$ cat config.mk
export PLATFORM = sky130hd
export DESIGN_NAME = clav_poller
export DESIGN_NICKNAME = d
export VERILOG_FILES = /design/src/rtl/clav_poller.sv
export SDC_FILE = /design/constraint.sdc
export NUM_CORES = 1
export LEC_CHECK = 0
export ABC_AREA = 1
export BUFFER_PORTS_ARGS = -buffer_cell sky130_fd_sc_hd__buf_4
export CORE_MARGIN = 4
export CORE_UTILIZATION = 46
export CTS_BUF_LIST = sky130_fd_sc_hd__clkbuf_16
export CTS_CLUSTER_DIAMETER = 50
export DETAILED_ROUTE_END_ITERATION = 16
export PLACE_DENSITY = 0.74
export SKIP_LAST_GASP = 1
export SYNTH_ARGS = -nofsm -noshare
export SYNTH_HDL_FRONTEND = slang
export SYNTH_SLANG_ARGS = --single-unit
$ cat constraint.sdc
create_clock -name clk -period 2.6 [get_ports clk]
set_input_delay 0 -clock clk [delete_from_list [all_inputs] [get_ports clk]]
set_output_delay 0 -clock clk [all_outputs]
set_load 0.05 [all_outputs]
$ cat src/rtl/clav_poller.sv
module clav_poller #(
  parameter int ADDR_W    = 5,
  parameter int NUM_CLAV  = 8,
  parameter int PFX_BYTES = 4
) (
  input  logic                                         clk,
  input  logic                                         rst_n,
  input  logic                                         poll_en,
  input  logic                                         ext_mode,
  input  logic [$clog2(PFX_BYTES)-1:0]                 pfx_sel,
  input  logic [2:0]                                   sub_off,
  input  logic [NUM_CLAV-1:0]                          clav_in,
  output logic [ADDR_W-1:0]                            poll_addr,
  output logic [((1<<ADDR_W)-1)*NUM_CLAV-1:0]          avail_map,
  output logic                                         map_valid,
  input  logic [ADDR_W+$clog2(NUM_CLAV)-1:0]           tx_port,
  input  logic [8*PFX_BYTES-1:0]                       tx_pfx_in,
  output logic [8*PFX_BYTES-1:0]                       tx_pfx_out,
  output logic [ADDR_W-1:0]                            tx_bus_addr,
  input  logic [ADDR_W-1:0]                            rx_addr,
  input  logic [8*PFX_BYTES-1:0]                       rx_pfx,
  output logic [ADDR_W+$clog2(NUM_CLAV)-1:0]           rx_port
);
  localparam int SUB_W    = $clog2(NUM_CLAV);
  localparam int NUM_ADDR = (1 << ADDR_W) - 1;
  localparam logic [ADDR_W-1:0] NULL_ADDR = {ADDR_W{1'b1}};
  localparam logic [ADDR_W-1:0] LAST_ADDR = ADDR_W'(NUM_ADDR - 1);

  logic [ADDR_W-1:0] pend_addr;
  logic              pend_vld;
  logic [SUB_W-1:0]  rx_sub;

  always_ff @(posedge clk) begin
    if (!rst_n) begin
      poll_addr <= NULL_ADDR;
      pend_addr <= '0;
      pend_vld  <= 1'b0;
      map_valid <= 1'b0;
      avail_map <= '0;
    end else begin
      if (!poll_en)
        poll_addr <= NULL_ADDR;
      else if (poll_addr == NULL_ADDR || poll_addr == LAST_ADDR)
        poll_addr <= '0;
      else
        poll_addr <= poll_addr + 1'b1;
      pend_addr <= poll_addr;
      pend_vld  <= (poll_addr != NULL_ADDR);
      map_valid <= pend_vld && (pend_addr == LAST_ADDR);
      if (pend_vld)
        for (int g = 0; g < NUM_CLAV; g++)
          avail_map[g*NUM_ADDR + int'(pend_addr)] <= clav_in[g] & (ext_mode | (g == 0));
    end
  end

  assign tx_bus_addr = tx_port[ADDR_W-1:0];

  always_comb begin
    tx_pfx_out = tx_pfx_in;
    for (int k = 0; k < SUB_W; k++)
      tx_pfx_out[int'(pfx_sel)*8 + ((int'(sub_off) + k) & 7)] = tx_port[ADDR_W + k];
  end

  always_comb begin
    rx_sub = '0;
    for (int k = 0; k < SUB_W; k++)
      rx_sub[k] = rx_pfx[int'(pfx_sel)*8 + ((int'(sub_off) + k) & 7)];
  end

  assign rx_port = {rx_sub, rx_addr};
endmodule


==> results.cfg <==
[clock_network]
clock_latency_ps = 570
cts.sinks = 260
postCtsSetupBuffers = 0
postCtsResizedCells = 0
clock-root-buffer = clkbuf_16
clk_pin_slew_ps = 60
cts.path.max_buffers = 3
htree_levels = 1
cts_tree = done
cts_buffers = 31

[worst_setup_path]
startpoint_type = flop
path_cells = inv_1 -> ha_1 -> inv_1 -> buf_4 -> nand4_2 -> inv_1 -> nand2_1 -> a21oi_1 -> nor2_1
max_stage_delay_ps = 440
required_ps = 3070
cp_common_cell = inv_1
critical_path_buf_inv_count = 4
critical_path.top_delay_family = buffers and inverters
arrival_ps = 2790
end_kind = flop
critPathMaxFanout = 12
crit_type = flop to flop
cp_slowest_cell = dfxtp_1

[cells_and_area]
regArea_mm2 = 0.00521
drive_above_1_share = 0.209
nNetsFinal = 2609
area_growth_pct = 29.9
final_core_util = 0.610
antenna_cells = 0
fin_area_mm2 = 0.0182
final_cell_mix = 424 x nand2_1, 424 x buf_4, 267 x nor2_1
fill_cells = 2848
multiInputGateArea_mm2 = 0.00750

[synth]
ys_types = 42
synth_nets = 2265
synth_cells = 2159
synth_largest_area_cell = dfxtp_1
synthTopCellsByArea = dfxtp_1 37%, nand2_1 11%, o21ai_0 8.4%, a21oi_1 8.1%, nor2_1 7.2%
syn-cell-area_mm2 = 0.0140
synth_ff_type = dfxtp_1
yosysWarningCount = 0
synth_top_area_frac = 0.372
synth_edf_count = 0
async_reset_ff_frac = 0
ys_ff_latch = 260
ys_seq_area_frac = 0.372
synth_area_per_cell_um2 = 6.48

[placed_design]
port_buffers = 372
place_area_mm2 = 0.0172
gp_congestion = 0.957
dp_hpwl_mm = 40.5

[grt]
groute.usage.overall = 0.310
grt_pass1_wl_mm = 84.8
grt_max_degree = 147
antenna_found_initial = 0
grt_overflow = 0
grt_pass1_vias = 15400

[worst_hold_path]
hold_class = input pin to primary output

[sta]
timing_hold_violations_final = 0
finalSetupTns_ps = 0
finalSetupViolCount = 0
fin_skew_ps = 23.9
clock.fmax_ghz = 0.430
rsz0062_at_grt = no
tightestPinTransition_ps = 870
worst_hold_slack_ps = 0.0140
maxSlewViolCount = 0
layout_min_cycle_time_ps = 2320
slew_headroom = 0.419
period_share = 0.894

[pwr]
power.total_mw = 10.4
vdd_ir_drop_max_mv = 0.496
leakagePower_nw = 8.18
power_density_mw_per_mm2 = 573

[floorplan]
dieArea_mm2 = 0.0332
dieWidth_um = 182
rows = 63
die_y_um = 182
io_pins = 393
coreArea_mm2 = 0.0298
initial_core_util = 0.469

[drt]
wl_met1_mm = 22.5
wl_met2_mm = 25.0
drc = 0
avgRoutedWirePerCell_um = 18.8
viasPerCell = 5.67
drtAntennaViolNets = 0
totalWireLength_mm = 54.8
drt_iter0_drc = 1804
top_layer = met4
via_count = 16500
drt-pass1-iter-count = 6
dr_wl_met3_mm = 5.13

[status]
outcome = finished clean

[run]
max-cap-violations = 0
cell usage after synthesis (4+ instances only):
cell      number
a21oi_1      227
a31oi_1       11
buf_1          7
buf_2         14
buf_4         21
clkbuf_1      81
dfxtp_1      260
ha_1          12
inv_1        168
inv_2         18
nand2_1      424
nand2_2       10
nand3_1      106
nand4_1       45
nor2_1       267
nor2_2        10
nor2_4         8
nor3_1       157
o211ai_1       9
o21ai_0      234
o21ai_1        9
o221ai_1       4
o22ai_1       22
final timing paths:
kind / end / depth (start not counted) / from / slack, ps
worst min register to register: avail_map[213] / 2 / avail_map[213] / 450
worst max-delay path: avail_map[190] / 9 / pend_addr[1] / 280
worst max register to register: avail_map[190] / 9 / pend_addr[1] / 280
worst min-delay path: tx_bus_addr[2] / 0 / tx_port[2] / 0.01
worst register-to-register path: stages (launching register included):
cell     delay (ps)
dfxtp_1         440
inv_1           120
ha_1            300
inv_1           180
buf_4           210
nand4_2         210
inv_1           400
nand2_1         140
a21oi_1         150
nor2_1           60
report_power, final:
part | internal [mW] | switching [mW]
logic | 0.595 | 1.66
clock network | 2.28 | 1.76
registers | 4.06 | 0.0696
flip-flops by register name (all words and copies together), names as in the netlist:
name	flops
pend_vld	1
poll_addr	5
pend_addr	5
map_valid	1
avail_map	248
metal layers:
| metal | global-route usage | up-vias |
|---|---|---|
| met4 | 0.117 | 0 |
| met1 | 0.417 | 7594 |
| met5 | 0 | - |
| li1 | - | 7920 |
| met3 | 0.0652 | 140 |
| met2 | 0.492 | 852 |
final cells by class:
type / count / area share
Inverter: 190 / 0.0395
Sequential cell: 260 / 0.287
Clock inverter: 22 / 0.00909
Multi-Input combinational cell: 1586 / 0.413
Clock buffer: 31 / 0.0427
Timing Repair Buffer: 434 / 0.182
Tap cell: 390 / 0.0269
cell families (layout without fill, tap and decap cells):
family | count (synthesis) | count (layout) | share of synthesized area
AOI/OAI and AO/OA | 531 | 531 | 0.199
buffers and inverters | 313 | 677 | 0.0911
and+or+nand+nor | 1040 | 1040 | 0.325
xor gates and xnor gates | 3 | 3 | 0.00188
DFF | 260 | 260 | 0.372
adders and majority gates | 12 | 12 | 0.0107
what timing repair did:
action,4_1_cts,5_1_grt
endpoints found under the hold margin,68,0
setup endpoints to repair,0,0
hold buffers,7,0
through the flow:
stage,worst slack (ps),std cells
after CTS,335,2913
after global routing,76.0,2913
final,276,2913
after detailed placement,336,2853
after floorplan,185,2159
after global placement,385,2853
No activity file was read; power rests on OpenSTA's default activity.
